===== config.mk =====
export PLATFORM = sky130hd
export DESIGN_NAME = slot_pwm
export DESIGN_NICKNAME = d
export VERILOG_FILES = /design/src/rtl/slot_pwm_pkg.sv /design/src/rtl/slot_timebase.sv /design/src/rtl/slot_cfg.sv /design/src/rtl/slot_pwm.sv
export SDC_FILE = /design/constraint.sdc
export NUM_CORES = 1
export LEC_CHECK = 0
export ABC_AREA = 0
export BUFFER_PORTS_ARGS = -buffer_cell sky130_fd_sc_hd__buf_2
export CORE_UTILIZATION = 51
export DETAILED_ROUTE_END_ITERATION = 6
export GPL_TIMING_DRIVEN = 0
export PLACE_DENSITY = 0.79
export SYNTH_ARGS = -nofsm -noshare
export SYNTH_HDL_FRONTEND = slang
export SYNTH_SLANG_ARGS = --single-unit

===== constraint.sdc =====
create_clock -name clk -period 2.2 [get_ports clk]
set_input_delay 0.22 -clock clk [delete_from_list [all_inputs] [get_ports clk]]
set_output_delay 0.22 -clock clk [all_outputs]
set_load 0.05 [all_outputs]

===== src/rtl/slot_pwm_pkg.sv =====
package slot_pwm_pkg;
  localparam int SLOT_W     = 5;
  localparam int NSLOT      = 1 << SLOT_W;
  localparam int STATUS_W   = 8;
  localparam logic [SLOT_W-1:0] RESET_DUTY = SLOT_W'(NSLOT / 2);

  typedef struct packed {
    logic              sleep;
    logic              full;
    logic [SLOT_W-1:0] duty;
  } cfg_t;

  localparam cfg_t CFG_RESET = '{sleep: 1'b0, full: 1'b0, duty: RESET_DUTY};
endpackage


===== src/rtl/slot_timebase.sv =====
module slot_timebase
  import slot_pwm_pkg::*;
#(
  parameter int PRESCALE = 4
) (
  input  logic              clk,
  input  logic              rst,
  output logic [SLOT_W-1:0] slot,
  output logic              wrap
);
  localparam int PS_W = (PRESCALE > 1) ? $clog2(PRESCALE) : 1;

  logic tick;

  generate
    if (PRESCALE > 1) begin : g_div
      logic [PS_W-1:0] pcnt;
      always_ff @(posedge clk) begin
        if (rst)       pcnt <= '0;
        else if (tick) pcnt <= '0;
        else           pcnt <= pcnt + 1'b1;
      end
      assign tick = (pcnt == PS_W'(PRESCALE - 1));
    end else begin : g_nodiv
      assign tick = 1'b1;
    end
  endgenerate

  always_ff @(posedge clk) begin
    if (rst)       slot <= '0;
    else if (tick) slot <= slot + 1'b1;
  end

  assign wrap = tick && (slot == '1);

  // a wrap always lands the slot counter on zero
  p_wrap_zero_r5: assert property (@(posedge clk) disable iff (rst)
    wrap |=> (slot == '0));
endmodule


===== src/rtl/slot_cfg.sv =====
module slot_cfg
  import slot_pwm_pkg::*;
(
  input  logic              clk,
  input  logic              rst,
  input  logic [SLOT_W-1:0] duty_val,
  input  logic              duty_load,
  input  logic              full_load,
  input  logic              sleep_load,
  input  logic              wake_load,
  input  logic              wrap,
  output cfg_t              active
);
  cfg_t pend;

  // Later statements win: full over duty, sleep over wake
  always_ff @(posedge clk) begin
    if (rst) begin
      pend <= CFG_RESET;
    end else begin
      if (duty_load) begin
        pend.duty <= duty_val;
        pend.full <= 1'b0;
      end
      if (full_load)  pend.full  <= 1'b1;
      if (wake_load)  pend.sleep <= 1'b0;
      if (sleep_load) pend.sleep <= 1'b1;
    end
  end

  always_ff @(posedge clk) begin
    if (rst)       active <= CFG_RESET;
    else if (wrap) active <= pend;
  end

  // the active setting only moves on a period boundary
  p_hold_between_wraps_r5: assert property (@(posedge clk) disable iff (rst)
    !wrap |=> $stable(active));
endmodule


===== src/rtl/slot_pwm.sv =====
module slot_pwm
  import slot_pwm_pkg::*;
#(
  parameter int PRESCALE = 4
) (
  input  logic                clk,
  input  logic                rst,
  input  logic [SLOT_W-1:0]   duty_val,
  input  logic                duty_load,
  input  logic                full_load,
  input  logic                sleep_load,
  input  logic                wake_load,
  output logic                pwm_out,
  output logic                pwm_oe,
  output logic [STATUS_W-1:0] status
);
  logic [SLOT_W-1:0] slot;
  logic              wrap;
  cfg_t              active;

  slot_timebase #(.PRESCALE(PRESCALE)) u_tb (
    .clk  (clk),
    .rst  (rst),
    .slot (slot),
    .wrap (wrap)
  );

  slot_cfg u_cfg (
    .clk        (clk),
    .rst        (rst),
    .duty_val   (duty_val),
    .duty_load  (duty_load),
    .full_load  (full_load),
    .sleep_load (sleep_load),
    .wake_load  (wake_load),
    .wrap       (wrap),
    .active     (active)
  );

  always_ff @(posedge clk) begin
    if (rst) begin
      pwm_out <= 1'b0;
      pwm_oe  <= 1'b1;
    end else begin
      pwm_oe  <= !active.sleep;
      pwm_out <= !active.sleep && (active.full || (slot < active.duty));
    end
  end

  assign status = {active.sleep, 1'b0, active.full, active.duty};

  // a released pin is never driven high
  p_sleep_low_r6: assert property (@(posedge clk) disable iff (rst)
    !pwm_oe |-> !pwm_out);
  // code zero without full-on keeps the output low
  p_zero_low_r2: assert property (@(posedge clk) disable iff (rst)
    (active.duty == '0 && !active.full) |=> !pwm_out);
  // full-on while awake keeps the output high
  p_full_high_r4: assert property (@(posedge clk) disable iff (rst)
    (active.full && !active.sleep) |=> pwm_out);
  // reserved status bit stays clear
  p_status_rsv_r9: assert property (@(posedge clk) disable iff (rst)
    !status[6]);
endmodule


After elaboration in Yosys (flattened, before gate mapping)
Cells that the tools add are included.
- add/sub/neg operators: 2
- $mul: 0
- div/mod/pow operators: 0
- order comparisons: 1
- equality and inequality tests: 2
- shifts and indexed selects: 0
- multiplexer cells: 4
- bitwise operators: 0
- reduce and logical (&&, ||, !) cells: 7
- operators by type and width (operator ; number):
    6-bit two-way mux ; 1
    5-bit by 1-bit adder with 5-bit output, second input constant ; 1
    5-bit equality test, second input constant ; 1
    5-bit < comparator ; 1
    2-bit nonzero test ; 2
    1-bit two-way mux ; 3
    2-bit by 1-bit adder with 2-bit output, second input constant ; 1
    2-bit equality test, second input constant ; 1
    1-bit logical AND ; 2
    2-bit OR reduction ; 1
    1-bit logical NOT ; 1
    1-bit logical OR ; 1
- bits in registers: 23
- bits in latches: 0
- bits in writable memories: 0
- ROM bits: 0
- output and inout bits: 10
- word-level logic and storage cells: 26
- memories kept: 0

Depth between registers and ports, before layout
- depth after elaboration: 3
- gate-level depth with buffers: 7

By module
A second synthesis with hierarchy kept.
- cells, all modules: 98
- area, all modules: 1013.5 µm²
- by module, submodules not included (module ; instances ; cells each ; area each (µm²) ; sequential area each (µm²)):
    slot_cfg ; 1 ; 47 ; 508.0 ; 280.3
    slot_timebase ; 1 ; 29 ; 327.8 ; 140.1
    slot_pwm ; 1 ; 22 ; 177.7 ; 40.0

Least setup slack after synthesis
No wires, ideal clock.
- path type: reg2reg
- start point: register u_cfg.active[2] (netlist name)
- end point: register pwm_out
- library setup time: 104 ps
- data arrival time: 1480 ps
- setup slack: 617 ps
- cell stages (with the launch flop): 6
- buffers on the path: 0
- path through: dfxtp_1 > inv_1 > ha_1 > a21oi_1 > o21ai_1 > a2111oi_2
- cells in the longest elaborated chain, start to end: 3
- RTL lines (element ; RTL line ; text):
    5-bit < comparator ; slot_pwm.sv:46 ; pwm_out <= !active.sleep && (active.full || (slot < active.duty));
    1-bit logical OR ; slot_pwm.sv:46 ;
    1-bit logical AND ; slot_pwm.sv:46 ;
    end signal: assignment ; slot_pwm.sv:46 ;
    end: declaration ; slot_pwm.sv:13 ; output logic pwm_out,
No other way between the ends.
A chain may end at the register's enable or synchronous reset.

Final worst setup path
- start point: register u_tb.slot[0]
- end point: register u_cfg.active[4] (netlist name)
- cells in the longest elaborated chain, start to end: 2
- RTL lines (element ; RTL line ; text):
    start: declaration ; slot_timebase.sv:8 ; output logic [SLOT_W-1:0] slot,
    start signal: assignment ; slot_timebase.sv:31 ; else if (tick) slot <= slot + 1'b1;
    5-bit equality test ; slot_timebase.sv:34 ; assign wrap = tick && (slot == '1);
    1-bit logical AND ; slot_timebase.sv:34 ;
No other way between the ends.

==> reports/metrics.cfg <==
[outcome]
run_status = finished, final reports clean

[setup_path]
cp.arrival_ns = 1.90
worstSetupPathType = flip-flop to flip-flop
slowest_stage = dfxtp_1
worstPathMaxFanout = 8
worstSetupStartpointType = flip-flop
path_cells = ha_1 > and3_1 > ha_1 > clkbuf_2 > and3_1 > a211o_1
required_ns = 2.43
max_stage_delay_ns = 0.38
end_kind = flip-flop

[cts]
numCtsBuffers = 3
root_buffer = clkbuf_4
cts_tree = built
htree_levels = 1
insertion_delay_ns = 0.32
clk_path_buf_depth = 2
postCtsSetupRepairBufs = 0
cts.clk_slew.worst_paths_ns = 0.13
cts_resized = 0
cts_hold_buf = 0
cts.sinks = 23

[logic_synthesis]
yosysTopAreaCell = dfxtp_1
seq_area_frac_synth_pct = 48.36
yosys_warnings = 0
syn-instance-count = 103
ys_ff_latch = 23
avgSynthCellArea_um2 = 9.244
ys_top_cells_by_area = dfxtp_1 48%, ha_1 9.2%, mux2i_1 6.3%
synth.top_cell.area_share_pct = 48.36
synth_nets = 121
ys_types = 24
syn_area_um2 = 952.2

[layout]
nFillCells = 156
fin_util_pct = 63.08
drive_gt1_share_pct = 24.00
n_antenna_cell = 0
syn_to_final_growth_pct = 15.64
design_area_um2 = 1101
final_net_count = 144

[route]
first_pass_iters = 4
drtIter0Drc = 15
vias = 748
post_drt_wl_per_cell_um = 11.19
viasPerCell = 4.987
wl_um = 1679
antenna_left = 0
drc = 0

[global_route]
grt.total_usage_pct = 19.43
grt_pass1_wl_um = 2849
overflow = 0
antenna_found_initial = 0
grt_pass1_vias = 681
grt_max_degree = 14

[pwr]
powerDensity_nw_per_um2 = 632.8
vdd_drop_max_mv = 0.5003
fin_total_pwr_uw = 696.8
power_leakage_uw = 0.0005174

[sta]
post-route-period-util_pct = 75.97
max_freq_mhz = 598.3
slew_violations = 0
rsz0062_at_grt = no
fin_ws_ns = 0.5287
hold_viol = 0
setup_tns_ns = 0
setup_viol = 0
final.min_clock_period_ns = 1.671
clock_skew_ns = 0.009580

[floorplanning]
die_w_um = 45.21
coreArea_um2 = 1745
rows = 15
start_util_pct = 54.55
dieArea_um2 = 2044
die_h_um = 45.21
io_pins = 21

[placed_design]
port_buffers = 18
dp.final_hpwl_um = 1261
place_ws_ns = 0.5446
place_congestion = 0.7655
placed_area_um2 = 1074

[run]
drv_cap = 0

[worst_hold_path]
hold_class = input port to flip-flop

## cells in the mapped netlist
library cell and n:
o21ai_1 1, and3_1 2, a211o_1 2, xnor2_1 1
nand3_1 6, inv_1 6, a2111oi_2 1, xor2_1 2
nor2_1 13, dfxtp_1 23, conb_1 1, a21oi_1 10
nand2_2 1, mux2i_1 6, clkbuf_2 1, buf_2 3
nor3b_1 1, nand2_1 9, buf_4 2, nand2b_1 1
nor2b_1 2, nor3_1 1, nand4_1 1, ha_1 7
## cells in the final DEF, fill, tap and decap left out
master     instances
nor2_1            13
o21ai_1            1
and3_1             2
clkbuf_4           3
buf_4              2
nand3_1            6
nand2_1            9
nor3b_1            1
buf_2             21
clkinv_2           1
nor2b_1            2
clkbuf_2           1
nand2b_1           1
inv_1              6
ha_1               7
dfxtp_1           23
a211o_1            2
a21oi_1           10
xnor2_1            1
mux2i_1            6
conb_1             1
nand4_1            1
a2111oi_2          1
nor3_1             1
nand2_2            1
xor2_1             2
## routing by layer
layer  up-vias  GRT usage, %  routed length (µm)
li1        384             -                   -
met1       342         23.81                 767
met2        15         31.59                 800
met3         7         2.400                  53
met4         0         13.33                  58
met5         -             0                   0
## power by group
part / internal [µW] / switching (µW) / total, µW
clock network: 68.0 / 128 / 197
logic: 27.4 / 32.6 / 59.9
registers: 432 / 8.40 / 440
## critical path, delay by kind of cell, from the launching register on
kind                     cells  cell delay, ns
adder cells (fa/ha/maj)      2            0.39
AND/OR/NAND/NOR              2            0.39
flip-flops                   1            0.38
AO/OA/AOI/OAI                1            0.26
buffers and inverters        1            0.17
## layout make-up
| class | instances | area (µm²) | area share [%] |
|---|---|---|---|
| Tap cell | 25 | 31.28 | 2.841 |
| Multi-Input combinational cell | 68 | 434.2 | 39.43 |
| Clock inverter | 1 | 5.005 | 0.4545 |
| Inverter | 6 | 22.52 | 2.045 |
| Timing Repair Buffer | 18 | 90.09 | 8.182 |
| Buffer | 6 | 35.03 | 3.182 |
| Clock buffer | 3 | 22.52 | 2.045 |
| Sequential cell | 23 | 460.4 | 41.82 |
## through the flow
step,std cells,hold slack [ns]
after global routing,150,0.09753
after global placement,146,0.4134
after floorplan,103,0.2960
after detailed placement,146,0.4226
after CTS,150,0.09817
final,150,0.09490
## flip-flops by register name, indices dropped and copies added, names as in the netlist
name             cells
u_tb.slot            5
u_cfg.active         7
u_cfg.pend           7
pwm_oe               1
u_tb.g_div.pcnt      2
pwm_out              1
## final timing paths
| kind | startpoint | to | slack, ns | depth (start not counted) |
|---|---|---|---|---|
| max | u_tb.slot[0] | u_cfg.active[4] | 0.53 | 6 |
| min | sleep_load | u_cfg.pend[6] | 0.09 | 3 |
| max reg2reg | u_tb.slot[0] | u_cfg.active[4] | 0.53 | 6 |
| min reg2reg | u_tb.g_div.pcnt[0] | u_tb.g_div.pcnt[0] | 0.44 | 1 |
## cell families (layout without fill, tap and decap cells)
logic type | Yosys count | count (layout) | synth area share (%)
flip-flops | 23 | 23 | 48.36
multiplexers | 6 | 6 | 6.308
XOR/XNOR | 3 | 3 | 2.760
other | 1 | 1 | 0.3938
adder cells (fa/ha/maj) | 7 | 7 | 9.198
AO/OA/AOI/OAI | 14 | 14 | 9.198
AND/OR/NAND/NOR | 37 | 37 | 17.74
buffers and inverters | 12 | 34 | 6.043
No activity file was read; power rests on OpenSTA's default activity.
